## src/rtl/pkt_fifo_pkg.sv

```systemverilog
package pkt_fifo_pkg;
    typedef enum logic [1:0] {
        WS_IDLE    = 2'd0,
        WS_OPEN    = 2'd1,
        WS_CLOSING = 2'd2
    } wstate_e;
endpackage

```

## src/rtl/pkt_fifo_mem.sv

```systemverilog
module pkt_fifo_mem #(
    parameter int WORD_W = 9,
    parameter int DEPTH  = 16,
    localparam int AW    = $clog2(DEPTH)
) (
    input  logic              clk,
    input  logic              we,
    input  logic [AW-1:0]     waddr,
    input  logic [WORD_W-1:0] wdata,
    input  logic [AW-1:0]     raddr,
    output logic [WORD_W-1:0] rdata
);
    logic [WORD_W-1:0] store [DEPTH];

    always_ff @(posedge clk) begin
        if (we) begin
            store[waddr] <= wdata;
        end
        rdata <= store[raddr];
    end
endmodule

```

## src/rtl/pkt_fifo_wctl.sv

```systemverilog
module pkt_fifo_wctl
    import pkt_fifo_pkg::*;
#(
    parameter int DEPTH  = 16,
    parameter bit PKT_ON = 1'b1,
    localparam int PW    = $clog2(DEPTH) + 1
) (
    input  logic          clk,
    input  logic          rst,
    input  logic          push,
    input  logic          push_last,
    input  logic          drop,
    output logic [PW-1:0] wr_ptr,
    output logic [PW-1:0] commit_ptr
);
    generate
        if (PKT_ON) begin : g_pkt
            wstate_e       st_q, st_d;
            logic [PW-1:0] wr_q, wr_d, cm_q, cm_d;

            // state register
            always_ff @(posedge clk) begin
                if (rst) begin
                    st_q <= WS_IDLE;
                    wr_q <= '0;
                    cm_q <= '0;
                end else begin
                    st_q <= st_d;
                    wr_q <= wr_d;
                    cm_q <= cm_d;
                end
            end

            // next state and pointer outputs
            always_comb begin
                st_d = st_q;
                wr_d = wr_q + PW'(push);
                cm_d = (st_q == WS_CLOSING) ? wr_q : cm_q;
                if (drop) begin
                    wr_d = (st_q == WS_CLOSING) ? wr_q : cm_q;
                    cm_d = wr_d;
                    st_d = WS_IDLE;
                end else begin
                    unique case (st_q)
                        WS_IDLE: begin
                            if (push && push_last) st_d = WS_CLOSING;
                            else if (push)         st_d = WS_OPEN;
                        end
                        WS_OPEN: begin
                            if (push && push_last) st_d = WS_CLOSING;
                        end
                        WS_CLOSING: begin
                            if (push && push_last) st_d = WS_CLOSING;
                            else if (push)         st_d = WS_OPEN;
                            else                   st_d = WS_IDLE;
                        end
                        default: st_d = WS_IDLE;
                    endcase
                end
            end

            assign wr_ptr     = wr_q;
            assign commit_ptr = cm_q;


            commit_lead_chk: assert property (@(posedge clk) disable iff (rst)
                (wr_q - cm_q) <= PW'(DEPTH));


            idle_sync_chk: assert property (@(posedge clk) disable iff (rst)
                (st_q == WS_IDLE) |-> (cm_q == wr_q));
        end else begin : g_plain
            logic [PW-1:0] wr_q;
            logic          unused_pkt_inputs;

            always_ff @(posedge clk) begin
                if (rst) wr_q <= '0;
                else     wr_q <= wr_q + PW'(push);
            end

            assign unused_pkt_inputs = push_last ^ drop;
            assign wr_ptr            = wr_q;
            assign commit_ptr        = wr_q;
        end
    endgenerate
endmodule

```

## src/rtl/pkt_fifo_rctl.sv

```systemverilog
module pkt_fifo_rctl #(
    parameter int DEPTH = 16,
    localparam int AW   = $clog2(DEPTH),
    localparam int PW   = AW + 1
) (
    input  logic          clk,
    input  logic          rst,
    input  logic [PW-1:0] vis_src,
    input  logic          pop,
    output logic [PW-1:0] rd_ptr,
    output logic [PW-1:0] vis_ptr,
    output logic [AW-1:0] raddr
);
    logic [PW-1:0] rd_q, vis_q, rd_next;

    assign rd_next = rd_q + PW'(pop);

    always_ff @(posedge clk) begin
        if (rst) begin
            rd_q  <= '0;
            vis_q <= '0;
        end else begin
            rd_q  <= rd_next;
            vis_q <= vis_src;
        end
    end

    assign rd_ptr  = rd_q;
    assign vis_ptr = vis_q;
    assign raddr   = rd_next[AW-1:0];
endmodule

```

## src/rtl/pkt_fifo.sv

```systemverilog
module pkt_fifo #(
    parameter int DATA_W   = 8,
    parameter int DEPTH    = 16,
    parameter int AF_LVL   = 12,
    parameter int AE_LVL   = 2,
    parameter bit LAST_EN  = 1'b1,
    parameter bit PKT_MODE = 1'b1,
    parameter bit DROP_EN  = 1'b1,
    localparam int AW      = $clog2(DEPTH),
    localparam int PW      = AW + 1,
    localparam bit PKT_ON  = LAST_EN && PKT_MODE,
    localparam bit DROP_ON = PKT_ON && DROP_EN,
    localparam int WORD_W  = LAST_EN ? DATA_W + 1 : DATA_W
) (
    input  logic              clk,
    input  logic              rst,
    input  logic              in_valid,
    output logic              in_ready,
    input  logic [DATA_W-1:0] in_data,
    input  logic              in_last,
    input  logic              discard,
    output logic              out_valid,
    input  logic              out_ready,
    output logic [DATA_W-1:0] out_data,
    output logic              out_last,
    output logic [PW-1:0]     fill,
    output logic              near_full,
    output logic              near_empty
);
    logic              push, pop, drop_eff;
    logic [PW-1:0]     wr_ptr, commit_ptr, rd_ptr, vis_ptr, vis_src;
    logic [AW-1:0]     raddr;
    logic [WORD_W-1:0] wword, rword;

    assign fill      = wr_ptr - rd_ptr;
    assign in_ready  = (fill != PW'(DEPTH));
    assign push      = in_valid && in_ready;
    assign out_valid = (vis_ptr != rd_ptr);
    assign pop       = out_valid && out_ready;
    assign drop_eff  = discard && DROP_ON;
    assign vis_src   = PKT_ON ? commit_ptr : wr_ptr;

    assign near_full  = (fill >= PW'(AF_LVL));
    assign near_empty = (fill <= PW'(AE_LVL)) || !out_valid;

    generate
        if (LAST_EN) begin : g_last
            assign wword    = {in_last, in_data};
            assign out_last = rword[DATA_W];
        end else begin : g_nolast
            assign wword    = in_data;
            assign out_last = 1'b0;
        end
    endgenerate

    assign out_data = rword[DATA_W-1:0];

    pkt_fifo_wctl #(.DEPTH(DEPTH), .PKT_ON(PKT_ON)) u_wctl (
        .clk        (clk),
        .rst        (rst),
        .push       (push),
        .push_last  (in_last),
        .drop       (drop_eff),
        .wr_ptr     (wr_ptr),
        .commit_ptr (commit_ptr)
    );

    pkt_fifo_rctl #(.DEPTH(DEPTH)) u_rctl (
        .clk     (clk),
        .rst     (rst),
        .vis_src (vis_src),
        .pop     (pop),
        .rd_ptr  (rd_ptr),
        .vis_ptr (vis_ptr),
        .raddr   (raddr)
    );

    pkt_fifo_mem #(.WORD_W(WORD_W), .DEPTH(DEPTH)) u_mem (
        .clk   (clk),
        .we    (push),
        .waddr (wr_ptr[AW-1:0]),
        .wdata (wword),
        .raddr (raddr),
        .rdata (rword)
    );


    fill_cap_chk: assert property (@(posedge clk) disable iff (rst)
        fill <= PW'(DEPTH));


    fill_step_chk: assert property (@(posedge clk) disable iff (rst)
        !drop_eff |=> fill == $past(fill) + PW'($past(push)) - PW'($past(pop)));


    vis_bound_chk: assert property (@(posedge clk) disable iff (rst)
        (vis_ptr - rd_ptr) <= fill);


    hold_valid_chk: assert property (@(posedge clk) disable iff (rst)
        (out_valid && !out_ready) |=> out_valid);


    hold_data_chk: assert property (@(posedge clk) disable iff (rst)
        (out_valid && !out_ready) |=> $stable(out_data));
endmodule

```

## config.mk

```make
export PLATFORM = sky130hd
export DESIGN_NAME = pkt_fifo
export DESIGN_NICKNAME = d
export VERILOG_FILES = /design/src/rtl/pkt_fifo_pkg.sv /design/src/rtl/pkt_fifo_mem.sv /design/src/rtl/pkt_fifo_wctl.sv /design/src/rtl/pkt_fifo_rctl.sv /design/src/rtl/pkt_fifo.sv
export SDC_FILE = /design/constraint.sdc
export NUM_CORES = 1
export LEC_CHECK = 0
export BUFFER_PORTS_ARGS = -buffer_cell sky130_fd_sc_hd__buf_2
export CAP_MARGIN = 20
export CORE_AREA = 5 5 93 139
export DETAILED_ROUTE_END_ITERATION = 7
export DIE_AREA = 0 0 98 144
export GPL_ROUTABILITY_DRIVEN = 0
export HOLD_SLACK_MARGIN = 0.06
export PLACE_DENSITY = 0.75
export SYNTH_ARGS = -nofsm -noshare
export SYNTH_HDL_FRONTEND = slang
export SYNTH_SLANG_ARGS = --single-unit
export TNS_END_PERCENT = 20
```

## constraint.sdc

```tcl
create_clock -name clk -period 4.1 [get_ports clk]
set_clock_uncertainty 0.15 [all_clocks]
set_input_delay 0 -clock clk [delete_from_list [all_inputs] [get_ports clk]]
set_output_delay 0 -clock clk [all_outputs]
set_load 0.02 [all_outputs]
```

Word-level counts from Yosys, hierarchy flattened
Memories as Yosys holds them, arrays and structs flattened. A register that Yosys moved wholly into a read port is not among the register bits.
Index checks and enable logic that the tools add are counted.

storage, ports and cells
  input port bits = 14
  memory bits (writable) = 144
  logic and storage cells = 35
  register bits = 22
  memories = 1

memory list
  memory       depth  bits a word  rd ports  clocked after Yosys merged registers in  write ports  RTL line            source
  u_mem.store  16     9            1         1                                        1            pkt_fifo_mem.sv:13  logic [WORD_W-1:0] store [DEPTH];

operators by class
  muxes and demuxes = 10
  reductions and logical operators = 8
  eq/ne operators = 6
  add/subtract/negate cells = 3
  $lt $le $gt $ge = 2

operators with widths
  cell                number
  $add 5x1->5         2
  $mux 5              2
  $mux 2              4
  $pmux 2 s3          1
  $ge 5x4->1 const B  1
  $le 5x2->1 const B  1
  $ne 5x5->1          1
  $ne 5x5->1 const B  1
  $sub 5x5->5         1
  $logic_and 1x1->1   3
  $mux 1              3
  $ne 3x1->1 const B  1
  $eq 2x1->1 const B  1
  $eq 2x2->1 const B  1
  $logic_not 2->1     1
  $ne 2x1->1 const B  1
  $reduce_and 2->1    1
  $reduce_or 2->1     1
  $logic_not 1->1     1
  $logic_or 1x1->1    1

Logic depth before layout (Yosys ltp)
Gate-level depths: netlist of run 1.

  depth in word-level cells = 6
  mapped depth = 16
  gate-level depth less buffers = 14

Cells and area by module
A second synthesis of run 1 with hierarchy kept.

second synthesis, totals
  cell total of the unflattened synthesis = 380
  area, all modules = 6990.5 sq um

modules (own cells, without submodules)
  module         cells an instance  instances  sequential area each (sq um)  area an instance (sq um)
  pkt_fifo_mem   254                1          4504.3                        5780.5
  pkt_fifo_wctl  54                 1          240.2                         519.2
  pkt_fifo_rctl  35                 1          200.2                         396.6
  pkt_fifo       37                 1          0.0                           294.0

Worst setup path before layout of run 1
Ideal clock, no wire load.

  path type = register to register
  from = reg u_wctl.g_pkt.wr_q[0] (netlist: u_wctl.wr_ptr[0])
  to = mem u_mem.store[0][0], enable pin
  stages on the path, launching flop included = 9
  arrival time = 3038 ps
  slack = 510 ps
  data required time = 3547 ps
  buffers on the path = 1
  clock period less this slack = 3590 ps
  setup time = 403 ps
  path through = dfxtp_1 > clkbuf_1 > inv_1 > ha_1 > inv_1 > fa_1 > xor2_1 > o41ai_4 > nor4b_1

on the way
  cells in the longest elaborated chain, start to end = 5

ends and longest elaborated chain
  what                          RTL line             source
  start, declared               pkt_fifo_wctl.sv:19  logic [PW-1:0] wr_q, wr_d, cm_q, cm_d;
  start signal, assigned        pkt_fifo_wctl.sv:29  wr_q <= wr_d;
  $sub 5x5->5                   pkt_fifo.sv:35       assign fill = wr_ptr - rd_ptr;
  via fill[2]                   pkt_fifo.sv:26       output logic [PW-1:0] fill,
  $ne 5x5->1                    pkt_fifo.sv:36       assign in_ready = (fill != PW'(DEPTH));
  $logic_and 1x1->1             pkt_fifo.sv:37       assign push = in_valid && in_ready;
  $mux 1                        pkt_fifo_mem.sv:16   if (we) begin
  $mux 1 (implied by the code)  pkt_fifo_mem.sv:17   store[waddr] <= wdata;
  end, declared                 pkt_fifo_mem.sv:13

The timed path passes the listed nets, and every way through them passes these cells.

Final worst setup path of run 1
  from = reg u_wctl.g_pkt.wr_q[0] (netlist: u_wctl.wr_ptr[0])
  to = reg u_wctl.g_pkt.wr_q[2] (netlist: u_wctl.wr_ptr[2])

on the way
  cells in the longest elaborated chain, start to end = 5

ends and longest elaborated chain
  what               RTL line             source
  $sub 5x5->5        pkt_fifo.sv:35
  $ne 5x5->1         pkt_fifo.sv:36
  $logic_and 1x1->1  pkt_fifo.sv:37
  $add 5x1->5 (*)    pkt_fifo_wctl.sv:37  wr_d = wr_q + PW'(push);
  $mux 5 (*)         pkt_fifo_wctl.sv:39  if (drop) begin

Mark *: on every way between the ends. The rest lies on a longest branch, timed or not.
A chain may end at the register's enable or synchronous reset.

==> results of run 1 <==
[power breakdown]
| part | switching (uW) | internal, uW | leakage (uW) | total (uW) |
|---|---|---|---|---|
| registers | 19.7 | 1960 | 0.00155 | 1980 |
| clock network | 654 | 1080 | 0.000306 | 1730 |
| logic | 159 | 113 | 0.000899 | 272 |
| total | 833 | 3150 | 0.00276 | 3990 |
[repair_timing]
action	CTS	global route
hold buffers	14	0
setup endpoints to repair	0	1
setup buffers	0	1
endpoints found under the hold margin	184	0
[path summary, 6_finish.rpt]
| path | endpoint | slack (ns) | depth (start not counted) |
|---|---|---|---|
| setup / recovery | u_wctl.wr_ptr[2] | 0.49 | 12 |
| hold / removal | u_wctl.wr_ptr[4] | 0.30 | 3 |
| setup reg to reg | u_wctl.wr_ptr[2] | 0.49 | 12 |
| hold reg to reg | u_rctl.vis_ptr[1] | 0.32 | 1 |
[worst reg2reg max path: stages, from the launching register on]
cell and delay (ns):
dfxtp_1 0.53, inv_1 0.11, ha_1 0.21, inv_1 0.07, fa_1 0.45, nand2b_1 0.21
o41ai_4 0.39, inv_1 0.08, ha_1 0.21, ha_1 0.21, xor2_1 0.16, o22a_1 0.20
dlygate4sd3_1 0.55
[per-layer routing]
metal / GRT usage (%) / wire [um] / vias up
met5: 0 / 0 / -
met4: 7.29 / 286 / 0
met3: 4.05 / 496 / 19
met2: 37.6 / 7750 / 105
met1: 27.6 / 5650 / 1820
li1: - / - / 1606
[kinds of logic (layout without fill, tap and decap cells)]
| logic type | count (synthesis) | count (layout) | share of synthesized area (%) |
|---|---|---|---|
| and+or+nand+nor | 67 | 67 | 5.25 |
| xor gates and xnor gates | 15 | 15 | 2.13 |
| buffers and inverters | 27 | 110 | 1.89 |
| adders and majority gates | 9 | 9 | 1.74 |
| AOI/OAI and AO/OA | 29 | 29 | 3.22 |
| muxes | 51 | 51 | 14.0 |
| DFF | 175 | 175 | 71.8 |
[state kept, by name, indices dropped and copies added, names as in the netlist]
register / flops
u_wctl.wr_ptr: 5
u_rctl.rd_ptr: 5
u_mem.store: 144
u_wctl.g_pkt.st_q: 2
u_mem.rdata: 9
u_rctl.vis_ptr: 5
u_wctl.commit_ptr: 5
[final cells by class]
type,count,area (sq um)
clock buffers,17,425
fillers,751,3530
clock inverters,15,216
repair buffers,70,495
inverters,8,30.0
well taps,153,191
multi-input cells,171,1880
flip-flops and latches,175,4940
[per-stage QoR]
step	power, uW	utilization (%)	hold slack [ns]	setup WS (ns)	cell area [sq um]
after floorplan	2180	-	-0.0511	0.510	6890
after global placement	2270	63.1	0.166	0.698	7390
after detailed placement	2280	63.1	0.175	0.545	7390
after CTS	4000	69.8	0.280	0.118	8170
after global routing	4120	69.8	0.325	0.274	8180
final	3990	69.8	0.301	0.490	8180
[cell usage in the layout (no fill, tap or decap), drive strengths merged, types with 6 or more instances in the layout]
cell type,netlist,final
dlygate4sd3,0,14
nand2,8,8
mux2i,15,15
inv,8,10
nor3,10,10
a211oi,10,10
nor2b,19,19
buf,11,56
nor2,10,10
ha,8,8
a21oi,11,11
clkbuf,8,17
edfxtp,144,144
xor2,9,9
clkinv,0,6
xnor2,6,6
mux4,36,36
dfxtp,31,31
nor4,6,6
==> metrics.txt, run 1 <==
status=finished clean; routed len/inst=23.3 um; die area=14,100 sq um; clock buffers created by TritonCTS=17; Worst Path Required=4.25 ns; post-route insts no fill=609; Layout area overhead=18.8%; Synth Instances=373; Clock Path Buffers=2; Std-Cell Rows=49; Synth Register Bits=175; CP Cell Sequence=inv_1 > ha_1 > inv_1 > fa_1 > nand2b_1 > o41ai_4 > inv_1 > ha_1 > ha_1 > xor2_1 > o22a_1 > dlygate4sd3_1; leading area contributor after synthesis=edfxtp_1; Pre-antenna DRT Iters=4; Top-Level Pins=32; setup_tns=0 ns; syn_nets=396; Clock Pin Slew Worst Setup and Hold Paths=0.06 ns; max-cap violations=0; fmax=277 MHz; TritonCTS clock tree=yes; CTS resizes=0; hold path startpoint=discard; slowest CP cell=dlygate4sd3_1; Overflow after GRT=0; most common cell in the netlist=edfxtp_1; FF-to-FF Start=u_wctl.wr_ptr[0]; most instantiated cells after synthesis=144 x edfxtp_1, 36 x mux4_2, 31 x dfxtp_1; FFs w/ async S/R, synth=0%; worst skew pair latency=0.41 ns; Layout Nets=466; number of port buffers=31; Hold Fails Final Rpt=0; initial core utilization=58.8%; synth top area cells=edfxtp_1 63%, mux4_2 12%, dfxtp_1 9.0%; initial antenna violation count=0; post-synth top area share=62.8%; Post-synth EDFFs=144; chip width=98 um; Min-Delay Path Class=in -> reg; DRT iter0 DRCs=260; Setup Crit Path Kind=reg -> reg; largest net degree at the start of global routing=27; CP endpoint kind=register; arrival time worst endpoint=3.76 ns; CTS sink count=175; Seq/Total Area, Yosys=71.8%; root buf cell=clkbuf_16; Final HPWL DP=9.17 mm; DRC viols=0; Synth Cell Area=6890 sq um; Critical Path Start=u_wctl.wr_ptr[0]; Inst Count DP=562; die height=144 um; Post-synth top flop=edfxtp_1; maximum VDD drop=0.000375 V; final setup violation count=0; Core Region=11,700 sq um; routed via count=3,550; RSZ-0062 raised after global routing=no; ANT nets after route=0; syn_area_per_cell=18.5 sq um; fin crit share=88.1%; Final Max Slew Viols=0; final WL=14.2 mm; number of global-route vias before repair=3,668; H-tree Lvls=4; Startpoint Class=register; minimum clock period=3.61 ns; Crit path largest cell delay=0.55 ns; critical path buffer and inverter count=4; family with the most delay on the worst path=adder cells; layout cells sized above 1=29.6%; Ys Warns=0; Yosys cell types=33; Worst Path Max Fanout=9; gr usage total=21.6%; worst slew pin tran=1.09 ns; vias per inst=5.83; worst rel slew slack=26.7%; first-pass GRT wire length=21.9 mm; leak pwr=0.00276 uW; Pwr Density=487 nW/um^2; Antenna diodes=0
Note: power is estimated with default switching activity, not from simulation.
==> run 2: changes to the inputs <==
--- a/config.mk
+++ b/config.mk
@@ -7,12 +7,12 @@
 export LEC_CHECK = 0
 export BUFFER_PORTS_ARGS = -buffer_cell sky130_fd_sc_hd__buf_2
 export CAP_MARGIN = 20
-export CORE_AREA = 5 5 93 139
+export CORE_AREA = 5 5 91 135
 export DETAILED_ROUTE_END_ITERATION = 7
-export DIE_AREA = 0 0 98 144
+export DIE_AREA = 0 0 96 140
 export GPL_ROUTABILITY_DRIVEN = 0
 export HOLD_SLACK_MARGIN = 0.06
-export PLACE_DENSITY = 0.75
+export PLACE_DENSITY = 0.78
 export SYNTH_ARGS = -nofsm -noshare
 export SYNTH_HDL_FRONTEND = slang
 export SYNTH_SLANG_ARGS = --single-unit
==> constraint.sdc (replaced) <==
create_clock -name clk -period 4.6 [get_ports clk]
set_clock_uncertainty 0.15 [all_clocks]
set_input_delay 0.46 -clock clk [delete_from_list [all_inputs] [get_ports clk]]
set_output_delay 0.46 -clock clk [all_outputs]
set_load 0.02 [all_outputs]
==> run 2 against run 1 <==
Non-clock buffer count is 15 lower. Critical endpoint is now u_mem.rdata[8]. Largest cell class unchanged. Die area shrank 4.8%. Largest power group unchanged. Count of clock-buffer cells in the layout is 2 higher. Critical path type unchanged. Worst hold slack worse by 0.091 ns. First-iteration DRC count rose by 47%.
==> metrics.txt, run 2 (synthesis results as in run 1) <==
status=finished clean; Worst Path Max Fanout=24; final setup margin=0.938 ns; routed via count=3,508; routed len/inst=22.9 um; Final Max Slew Viols=0; final setup violation count=0; minimum clock period=3.66 ns; chip width=96 um; Final Power=3370 uW; initial core utilization=62.9%; layout cells sized above 1=29.9%; CP Cell Sequence=xor2_1 > nor3_1 > nand3_1 > and2_1 > ha_2 > mux4_2 > nor2b_1 > a211oi_1 > a21oi_1; initial antenna violation count=0; commonest cells after routing, fill and taps aside=144 x edfxtp_1, 36 x mux4_2, 31 x buf_2, 31 x dfxtp_1, 23 x buf_4; Clock Path Buffers=2; post-route insts no fill=588; largest register by flop count=u_mem.store; fmax=273 MHz; largest net degree at the start of global routing=31; fin crit share=79.6%; maximum VDD drop=0.000323 V; worst rel slew slack=39.2%; NetSw=730 uW; Std-Cell Rows=47; max-cap violations=0; Antenna diodes=0; Pre-antenna DRT Iters=4; family with the most delay on the worst path=adder cells; leading cell type in the layout, fill and taps excluded=edfxtp_1; CP endpoint kind=register; DRC viols=0; vias per inst=5.97; Layout area overhead=15.4%; number of port buffers=31; root buf cell=clkbuf_16; Layout Nets=451; number of global-route vias before repair=3,750; Final HPWL DP=8.82 mm; CTS resizes=0; Hold Buf Count CTS=0; slowest CP cell=ha_2; Startpoint Class=register; Comb pwr share=6.8%; Overflow after GRT=0; ANT nets after route=0; die area=13,400 sq um; Regs by FF count=u_mem.store: 144 flops, u_mem.rdata: 9 flops; DRT iter0 DRCs=381; clock share of power=40.8%; Setup Crit Path Kind=reg -> reg; die height=140 um; leak pwr=0.00264 uW; Worst Path Required=4.73 ns; Final Core Density=72.7%; CTS sink count=175; cell internal pwr=2640 uW; Pwr Density=424 nW/um^2; Top-Level Pins=32; Seq pwr share=52.4%; worst skew pair latency=0.42 ns; critical path buffer and inverter count=0; setup_tns=0 ns; max reg flops=144; setup bufs post-CTS=0; Hold Fails Final Rpt=0; final WL=13.5 mm; pre-CTS WS=0.674 ns; Min-Delay Path Class=in -> reg; first-pass GRT wire length=21.4 mm; Sw Share=21.7%; Clock Pin Slew Worst Setup and Hold Paths=0.06 ns; H-tree Lvls=4; Core Region=10,900 sq um; Crit path largest cell delay=0.88 ns; clock buffers created by TritonCTS=17; arrival time worst endpoint=3.80 ns; RSZ-0062 raised after global routing=no; worst slew pin tran=0.905 ns; TritonCTS clock tree=yes; gr usage total=22.4%; Inst Count DP=555
[run 2: cell count changes in the layout (fill, tap and decap cells not counted), sizes merged]
cell and delta:
clkinv -2, clkbuf +2, clkinvlp +4, inv -1, bufinv -3, dlygate4sd3 -14
buf -1
[run 2: path summary, 6_finish.rpt]
check                             from           endpoint  slack (ns)  depth (start not counted)
setup / recovery      u_rctl.rd_ptr[2]     u_mem.rdata[8]        0.94                          9
hold / removal                 discard   u_wctl.wr_ptr[4]        0.21                          2
setup reg to reg      u_rctl.rd_ptr[2]     u_mem.rdata[8]        0.94                          9
hold reg to reg   u_wctl.commit_ptr[0]  u_rctl.vis_ptr[0]        0.32                          1
[run 2: area by class of cell]
class	instances	area [sq um]
timing repair buffer	55	339
multi-input combinational	171	1880
sequential	175	4940
fill	671	2990
tap	147	184
clock buffer	19	433
clock inverter	13	141
inverter	8	30.0
[run 2: power groups by stage]
stage	clock network, uW	registers [uW]	logic [uW]
final	1380	1770	228
after global routing	1470	1770	248
after CTS	1400	1770	229
after detailed placement	0	1800	227
after global placement	0	1800	221
after floorplan	0	1800	139
[run 2: worst register-to-register path: cells and delay by family, from the launching register on]
family	cells	cell delay [ns]
simple gates	4	0.79
mux	1	0.63
compound gates	2	0.44
fa+ha+maj	1	0.88
flops	1	0.52
xor+xnor	1	0.12
[run 2: metal layers]
metal / up-vias / routed length, um / track usage (%)
met5: - / 0 / 0
met4: 0 / 337 / 8.32
met3: 26 / 747 / 4.83
met2: 123 / 7280 / 36.7
met1: 1776 / 5120 / 29.2
li1: 1583 / - / -
[run 2: metrics by stage]
step / cell area [sq um] / hold WS, ns
after floorplan: 6890 / 0.287
after global placement: 7360 / 0.312
after detailed placement: 7360 / 0.316
after CTS: 7940 / 0.200
after global routing: 7950 / 0.243
final: 7950 / 0.210
